--- src/rtl/ic_pkg.sv ---
package ic_pkg;
   localparam int REG_W      = 32;
   localparam int TXQ_LSB    = 0;
   localparam int RXQ_LSB    = 16;
   localparam int TX_DLY_INT = 28;
   localparam int TX_DLY_CNT = 29;
   localparam int RX_DLY_INT = 30;
   localparam int RX_DLY_CNT = 31;
   localparam int HALF_W     = 16;
   localparam int THR_W      = 7;
   localparam int TMO_W      = 8;

   // field order inside a 16-bit half: enable, threshold, timeout
   typedef struct packed {
      logic             en;
      logic [THR_W-1:0] thr;
      logic [TMO_W-1:0] tmo;
   } coal_cfg_t;

   typedef enum logic [1:0] {
      SEL_STATUS = 2'd0,
      SEL_MASK   = 2'd1,
      SEL_DELAY  = 2'd2,
      SEL_NONE   = 2'd3
   } reg_sel_e;
endpackage

--- src/rtl/ic_tick_gen.sv ---
module ic_tick_gen #(
   parameter int DIV = 64
) (
   input  logic clk,
   input  logic rst_n,
   output logic tick_o
);
   if (DIV < 1) begin : g_bad_div
      $error("ic_tick_gen: DIV must be at least 1");
   end

   if (DIV == 1) begin : g_every
      assign tick_o = 1'b1;
   end else begin : g_div
      localparam int CW = $clog2(DIV);
      localparam logic [CW-1:0] LAST = CW'(DIV - 1);
      logic [CW-1:0] cnt_q;

      always_ff @(posedge clk) begin
         if (!rst_n)              cnt_q <= '0;
         else if (cnt_q == LAST)  cnt_q <= '0;
         else                     cnt_q <= cnt_q + 1'b1;
      end

      assign tick_o = (cnt_q == LAST);


      tick_gap_chk: assert property (@(posedge clk) disable iff (!rst_n)
         tick_o |=> !tick_o);
   end
endmodule

--- src/rtl/ic_coalesce.sv ---
module ic_coalesce
   import ic_pkg::*;
(
   input  logic      clk,
   input  logic      rst_n,
   input  coal_cfg_t cfg_i,
   input  logic      ev_i,
   input  logic      tick_i,
   output logic      fire_o,
   output logic      by_count_o
);
   logic [THR_W-1:0] cnt_q;
   logic [TMO_W-1:0] tmr_q;
   logic [THR_W-1:0] cnt_inc;
   logic             pend, thr_on, tmo_on, hit_cnt, hit_tmo;

   assign pend    = (cnt_q != '0);
   assign thr_on  = (cfg_i.thr != '0);
   assign tmo_on  = (cfg_i.tmo != '0);
   assign cnt_inc = (cnt_q == '1) ? cnt_q : cnt_q + THR_W'(ev_i);

   always_comb begin
      hit_cnt = 1'b0;
      if (cfg_i.en && ev_i) begin
         if (thr_on) hit_cnt = (cnt_inc >= cfg_i.thr);
         else        hit_cnt = !tmo_on;
      end
   end

   assign hit_tmo = cfg_i.en && tmo_on && pend && tick_i &&
                    (({1'b0, tmr_q} + 1'b1) >= {1'b0, cfg_i.tmo});

   assign fire_o     = hit_cnt || hit_tmo;
   assign by_count_o = hit_cnt;

   always_ff @(posedge clk) begin
      if (!rst_n || !cfg_i.en || fire_o) begin
         cnt_q <= '0;
         tmr_q <= '0;
      end else begin
         cnt_q <= cnt_inc;
         if (pend && tick_i && tmo_on) tmr_q <= tmr_q + 1'b1;
      end
   end


   thr_one_chk: assert property (@(posedge clk) disable iff (!rst_n)
      (cfg_i.en && ev_i && cfg_i.thr == THR_W'(1)) |-> (fire_o && by_count_o));


   tmo_on_tick_chk: assert property (@(posedge clk) disable iff (!rst_n)
      (fire_o && !ev_i) |-> tick_i);


   restart_chk: assert property (@(posedge clk) disable iff (!rst_n)
      fire_o |=> (cnt_q == '0 && tmr_q == '0));
endmodule

--- src/rtl/ic_irq_coalesce.sv ---
module ic_irq_coalesce
   import ic_pkg::*;
#(
   parameter int NUM_TXQ  = 4,
   parameter int NUM_RXQ  = 2,
   parameter int TICK_DIV = 64
) (
   input  logic               clk,
   input  logic               rst_n,
   input  logic [NUM_TXQ-1:0] tx_done_i,
   input  logic [NUM_RXQ-1:0] rx_done_i,
   input  logic [1:0]         reg_sel_i,
   input  logic               reg_we_i,
   input  logic [31:0]        reg_wdata_i,
   output logic [31:0]        reg_rdata_o,
   output logic               irq_o
);
   if (NUM_TXQ < 1 || NUM_TXQ > 4) begin : g_bad_txq
      $error("ic_irq_coalesce: NUM_TXQ must be 1..4");
   end
   if (NUM_RXQ < 1 || NUM_RXQ > 2) begin : g_bad_rxq
      $error("ic_irq_coalesce: NUM_RXQ must be 1..2");
   end

   localparam logic [REG_W-1:0] TXQ_BITS = REG_W'((1 << NUM_TXQ) - 1) << TXQ_LSB;
   localparam logic [REG_W-1:0] RXQ_BITS = REG_W'((1 << NUM_RXQ) - 1) << RXQ_LSB;
   localparam logic [REG_W-1:0] IMPL     = 32'hF000_0000 | TXQ_BITS | RXQ_BITS;

   reg_sel_e         sel;
   logic [REG_W-1:0] sts_q, msk_q, dly_q;
   logic [REG_W-1:0] set_v, clr_v;
   logic [1:0]       fire_v, bycnt_v;
   logic             tick;

   assign sel = reg_sel_e'(reg_sel_i);

   ic_tick_gen #(.DIV(TICK_DIV)) u_tick (
      .clk    (clk),
      .rst_n  (rst_n),
      .tick_o (tick)
   );

   // direction 0 is receive (low half), direction 1 is transmit (high half)
   for (genvar d = 0; d < 2; d++) begin : g_dir
      coal_cfg_t cfg;
      logic      ev;
      if (d == 0) begin : g_rx
         assign cfg = coal_cfg_t'(dly_q[HALF_W-1:0]);
         assign ev  = |rx_done_i;
      end else begin : g_tx
         assign cfg = coal_cfg_t'(dly_q[REG_W-1:HALF_W]);
         assign ev  = |tx_done_i;
      end
      ic_coalesce u_coal (
         .clk        (clk),
         .rst_n      (rst_n),
         .cfg_i      (cfg),
         .ev_i       (ev),
         .tick_i     (tick),
         .fire_o     (fire_v[d]),
         .by_count_o (bycnt_v[d])
      );
   end

   always_comb begin
      set_v = '0;
      set_v[TXQ_LSB +: NUM_TXQ] = tx_done_i;
      set_v[RXQ_LSB +: NUM_RXQ] = rx_done_i;
      set_v[RX_DLY_INT] = fire_v[0];
      set_v[RX_DLY_CNT] = fire_v[0] & bycnt_v[0];
      set_v[TX_DLY_INT] = fire_v[1];
      set_v[TX_DLY_CNT] = fire_v[1] & bycnt_v[1];
   end

   assign clr_v = (reg_we_i && sel == SEL_STATUS) ? reg_wdata_i : '0;

   always_ff @(posedge clk) begin
      if (!rst_n) begin
         sts_q <= '0;
         msk_q <= '0;
         dly_q <= '0;
      end else begin
         sts_q <= ((sts_q & ~clr_v) | set_v) & IMPL;
         if (reg_we_i && sel == SEL_MASK)  msk_q <= reg_wdata_i & IMPL;
         if (reg_we_i && sel == SEL_DELAY) dly_q <= reg_wdata_i;
      end
   end

   always_comb begin
      unique case (sel)
         SEL_STATUS: reg_rdata_o = sts_q;
         SEL_MASK:   reg_rdata_o = msk_q;
         SEL_DELAY:  reg_rdata_o = dly_q;
         default:    reg_rdata_o = '0;
      endcase
   end

   assign irq_o = |(sts_q & msk_q);


   direct_set_chk: assert property (@(posedge clk) disable iff (!rst_n)
      tx_done_i[0] |=> sts_q[TXQ_LSB]);


   rx_direct_set_chk: assert property (@(posedge clk) disable iff (!rst_n)
      rx_done_i[0] |=> sts_q[RXQ_LSB]);
endmodule

--- config.mk ---
export PLATFORM = sky130hd
export DESIGN_NAME = ic_irq_coalesce
export DESIGN_NICKNAME = d
export VERILOG_FILES = /design/src/rtl/ic_pkg.sv /design/src/rtl/ic_tick_gen.sv /design/src/rtl/ic_coalesce.sv /design/src/rtl/ic_irq_coalesce.sv
export SDC_FILE = /design/constraint.sdc
export NUM_CORES = 1
export LEC_CHECK = 0
export BUFFER_PORTS_ARGS = -buffer_cell sky130_fd_sc_hd__buf_4
export CAP_MARGIN = 20
export CORE_MARGIN = 2
export CORE_UTILIZATION = 35
export CTS_CLUSTER_DIAMETER = 50
export DETAILED_ROUTE_END_ITERATION = 10
export GPL_ROUTABILITY_DRIVEN = 0
export PLACE_DENSITY = 0.59
export REMOVE_ABC_BUFFERS = 1
export SKIP_LAST_GASP = 1
export SLEW_MARGIN = 25
export SYNTH_ARGS = -nofsm -noshare
export SYNTH_HDL_FRONTEND = slang
export SYNTH_HIERARCHICAL = 1
export SYNTH_SLANG_ARGS = --single-unit
--- constraint.sdc ---
create_clock -name clk -period 4.1 [get_ports clk]
set_input_delay 0.615 -clock clk [delete_from_list [all_inputs] [get_ports clk]]
set_output_delay 0.615 -clock clk [all_outputs]
set_load 0.005 [all_outputs]
==> out/metrics.sh <==
CELL_WITH_THE_MOST_INSTANCES_AFTER_SYNTHESIS='nand2_1'
SYNTH_TOP_AREA_SHARE=0.3439
MAXIMUM_VDD_DROP_uV=159.8
SYN_AREA_UM2=5122
HOLD_VIOLATIONS=0
CRITPATHMAXFANOUT=4
POST_SYNTH_INST_COUNT=611
OVERALL_POWER_W=0.001934
R2R_START='g_dir[0].u_coal/cnt_q[2]$_SDFF_PP0_'
DRT-PASS1-ITER-COUNT=4
DIE_AREA_UM2=15620
FINAL_SETUP_FAILS=0
TIMING.CRITICAL_PATH.MODE_CELL='ha_1'
SYNTHARSTFLOPSHARE=0
GRT_PASS1_WL_UM=21870
TOTAL_GRT_USAGE=0.1706
CRIT_REQUIRED_PS=4280
CTS.REPORTEDPATHS.CLKPINSLEW_PS=70
MAX_STAGE_DELAY_PS=400
FINALSETUPTNS_PS=0
CTS_BUFFERS=9
MIN-DELAY-START='u_tick/g_div.cnt_q[0]$_SDFF_PP0_'
TIMING.CRITICAL_PATH.BUF_INV=2
CORE_AREA_UM2=14420
FINAL_LAYOUT_SIZE_SUFFIX_GT1_FRAC=0.1854
HTREE_NUM_LEVELS=3
DIE_X_UM=125.0
SYNTH_EDF_COUNT=0
CTS_RESIZED=0
SYNTH_AREA_PER_CELL_UM2=8.384
POWER.SHARE.CLOCK=0.432
POST_CTS.REPAIR.SETUP_BUFFERS=0
VIAS=4516
AVGVIACOUNTPERCELL=5.197
NUM-FILL-CELLS=1461
DETAILED_PLACE_HPWL_UM=9661
FLOW.AREA_GROWTH_FROM_SYNTHESIS_PCT=18.93
DIODES=0
CLOCK_SKEW_PS=7.241
OUTCOME='completed'
GLOBALROUTE.TOTALOVERFLOW=0
CELL_CLASS_CONTRIBUTING_THE_BIGGEST_SHARE_OF_WORST_PATH_DELAY='compound AO/OA/AOI/OAI gates'
PERIOD_SHARE=0.7984
PLACE.PORT_BUFFERS=75
P_LEAK_nW=2.476
SYNTH-WARNING-COUNT=6
ANTENNA_FOUND_INITIAL=0
DRT_FIRST_ITER_VIOLATIONS=183
POSTROUTEANTENNANETS=0
ARRIVAL_PS=3460
FP-ROW-COUNT=44
CTS_TREE='done'
INTERNAL-POWER_W=0.001452
ENDPOINT_TYPE_OF_THE_WORST_SETUP_PATH='register'
CRIT_START='tx_done_i[2]'
INSERTION_DELAY_PS=340
WL_UM=13360
COMB_POWER_SHARE=0.103
TOP_LEVEL_PORTS=76
FINALMAXSLEWVIOLATIONS=0
REGAREA_UM2=1762
SEQ_POWER_SHARE=0.465
FINAL_PERIOD_MINUS_WORST_SETUP_SLACK_PS=3273
HP-CLASS='reg2reg'
LAYOUT.NETS=760
SWITCHING_PART_OF_THE_TOTAL=0.2489
CTS.SINK_COUNT=88
GRT_MAX_DEGREE=45
ROOT_BUFFER='clkbuf_16'
CTS-HOLD-FIX-BUFFERS=0
PATH_CELLS='buf_4 -> inv_1 -> nand4_1 -> ha_1 -> ha_1 -> nand3_1 -> xor2_1 -> nand2_1 -> ha_1 -> a211oi_1 -> nor2_1 -> o41a_1 -> a41o_1 -> a21oi_1 -> a311oi_1'
INITIAL_CORE_UTIL=0.3551
WORST_SLEW_PIN_SLEW_PS=963.3
DIE_H_UM=125.0
CLK_PATH_BUF_DEPTH=2
YOSYS.AREA.TOP_TYPE='dfxtp_1'
CP-START-KIND='primary input'
FIRST_GLOBAL_VIAS=4374
WORST_PATH_MAX_DELAY_CELL='o41a_1'
YOSYS_REGISTER_BITS=88
WL_PER_CELL_UM=15.38
POWER_DENSITY_nW_PER_UM2=317.4
POSTSYNTH.TOPFLOPCELL='dfxtp_1'
MAXCLOCKFREQUENCY_MHz=305.5
SYNTH.DISTINCT_CELLS=48
SYNTH.AREA.TOP_CELLS='dfxtp_1 34%, ha_1 9.0%, nand2_1 8.1%, xor2_1 5.1%, a21oi_1 5.1%'
DRC_ERRORS=0
GRT_SETUP_UNREPAIRED='no'
SYNTH_SEQUENTIAL_AREA_RATIO=0.3439
POWER.NET_SWITCHING_W=0.0004813
WORST-SETUP-PATH-TYPE='in2reg'
AREA_OF_THE_MULTI_INPUT_GATES_UM2=3039
SLEW_HEADROOM=0.3578
YS_TOP_CELLS_BY_COUNT='111 x nand2_1, 88 x dfxtp_1, 52 x a21oi_1'
DRV_CAP=0
flip-flops by register name, summed over array words and instances, names as in the netlist:
name / count
dly_q: 32
sts_q: 10
u_tick/g_div.cnt_q: 6
g_dir.u_coal/tmr_q: 16
g_dir.u_coal/cnt_q: 14
msk_q: 10
power by group through the flow:
stage          sequential [W]  clock (W)  combinational (W)
6_report             0.000899   0.000835           0.000200
3_3_place_gp         0.000918          0           0.000196
4_1_cts              0.000899   0.000856           0.000201
2_1_floorplan        0.000911          0           0.000105
3_5_place_dp         0.000919          0           0.000200
5_1_grt              0.000903   0.000887           0.000221
cells in the final DEF (no fill, tap or decap), drive strengths merged, types with 13 or more instances in the layout:
cell type,Yosys,final
a21oi,53,53
and2,26,26
buf,17,83
dfxtp,88,88
ha,37,37
inv,35,35
nand2,111,111
nand3,34,34
nor3,24,24
nor3b,13,13
o21ai,24,24
xor2,30,30
stage by stage:
stage / utilization / std cells / setup slack [ps] / hold WS (ps) / area [um^2]
2_1_floorplan: - / 586 / 728.7 / 428.6 / 4936
3_3_place_gp: 0.4009 / 852 / 612.4 / 439.5 / 5782
3_5_place_dp: 0.4009 / 852 / 492.7 / 453.3 / 5782
4_1_cts: 0.4216 / 868 / 820.1 / 464.2 / 6081
5_1_grt: 0.4224 / 869 / 729.4 / 480.9 / 6092
6_report: 0.4224 / 869 / 826.5 / 461.7 / 6092
worst paths after layout:
check,cells past startpoint,slack (ps),end
max reg2reg,12,1020,sts_q[30]$_SDFF_PN0_
min reg2reg,1,460,u_tick/g_div.cnt_q[0]$_SDFF_PP0_
max,15,830,sts_q[29]$_SDFF_PN0_
min,1,460,u_tick/g_div.cnt_q[0]$_SDFF_PP0_
cell type report:
| class | count | area share |
|---|---|---|
| Inverter | 36 | 0.02218 |
| Timing Repair Buffer | 83 | 0.1029 |
| Sequential cell | 88 | 0.2892 |
| Tap cell | 184 | 0.03779 |
| Clock buffer | 11 | 0.03984 |
| Multi-Input combinational cell | 462 | 0.4989 |
| Clock inverter | 5 | 0.009242 |
metal layers:
| layer | track usage | share of wire | up-vias | wire length [um] |
|---|---|---|---|---|
| li1 | - | - | 2258 | - |
| met1 | 0.2380 | 0.48 | 2119 | 6432 |
| met2 | 0.2625 | 0.45 | 118 | 5948 |
| met3 | 0.02910 | 0.050 | 21 | 667 |
| met4 | 0.06928 | 0.024 | 0 | 316 |
| met5 | 0 | 0 | - | 0 |
kinds of logic (layout without fill, tap and decap cells):
kind of cell / count (synthesis) / after routing / share of synthesized area
and+or+nand+nor: 266 / 266 / 0.2846
buffers and inverters: 61 / 135 / 0.06278
xor gates and xnor gates: 37 / 37 / 0.06326
AOI/OAI and AO/OA: 110 / 110 / 0.1317
muxes: 12 / 12 / 0.02345
DFF: 88 / 88 / 0.3439
adders and majority gates: 37 / 37 / 0.09038
No activity file was read; power rests on OpenSTA's default activity.
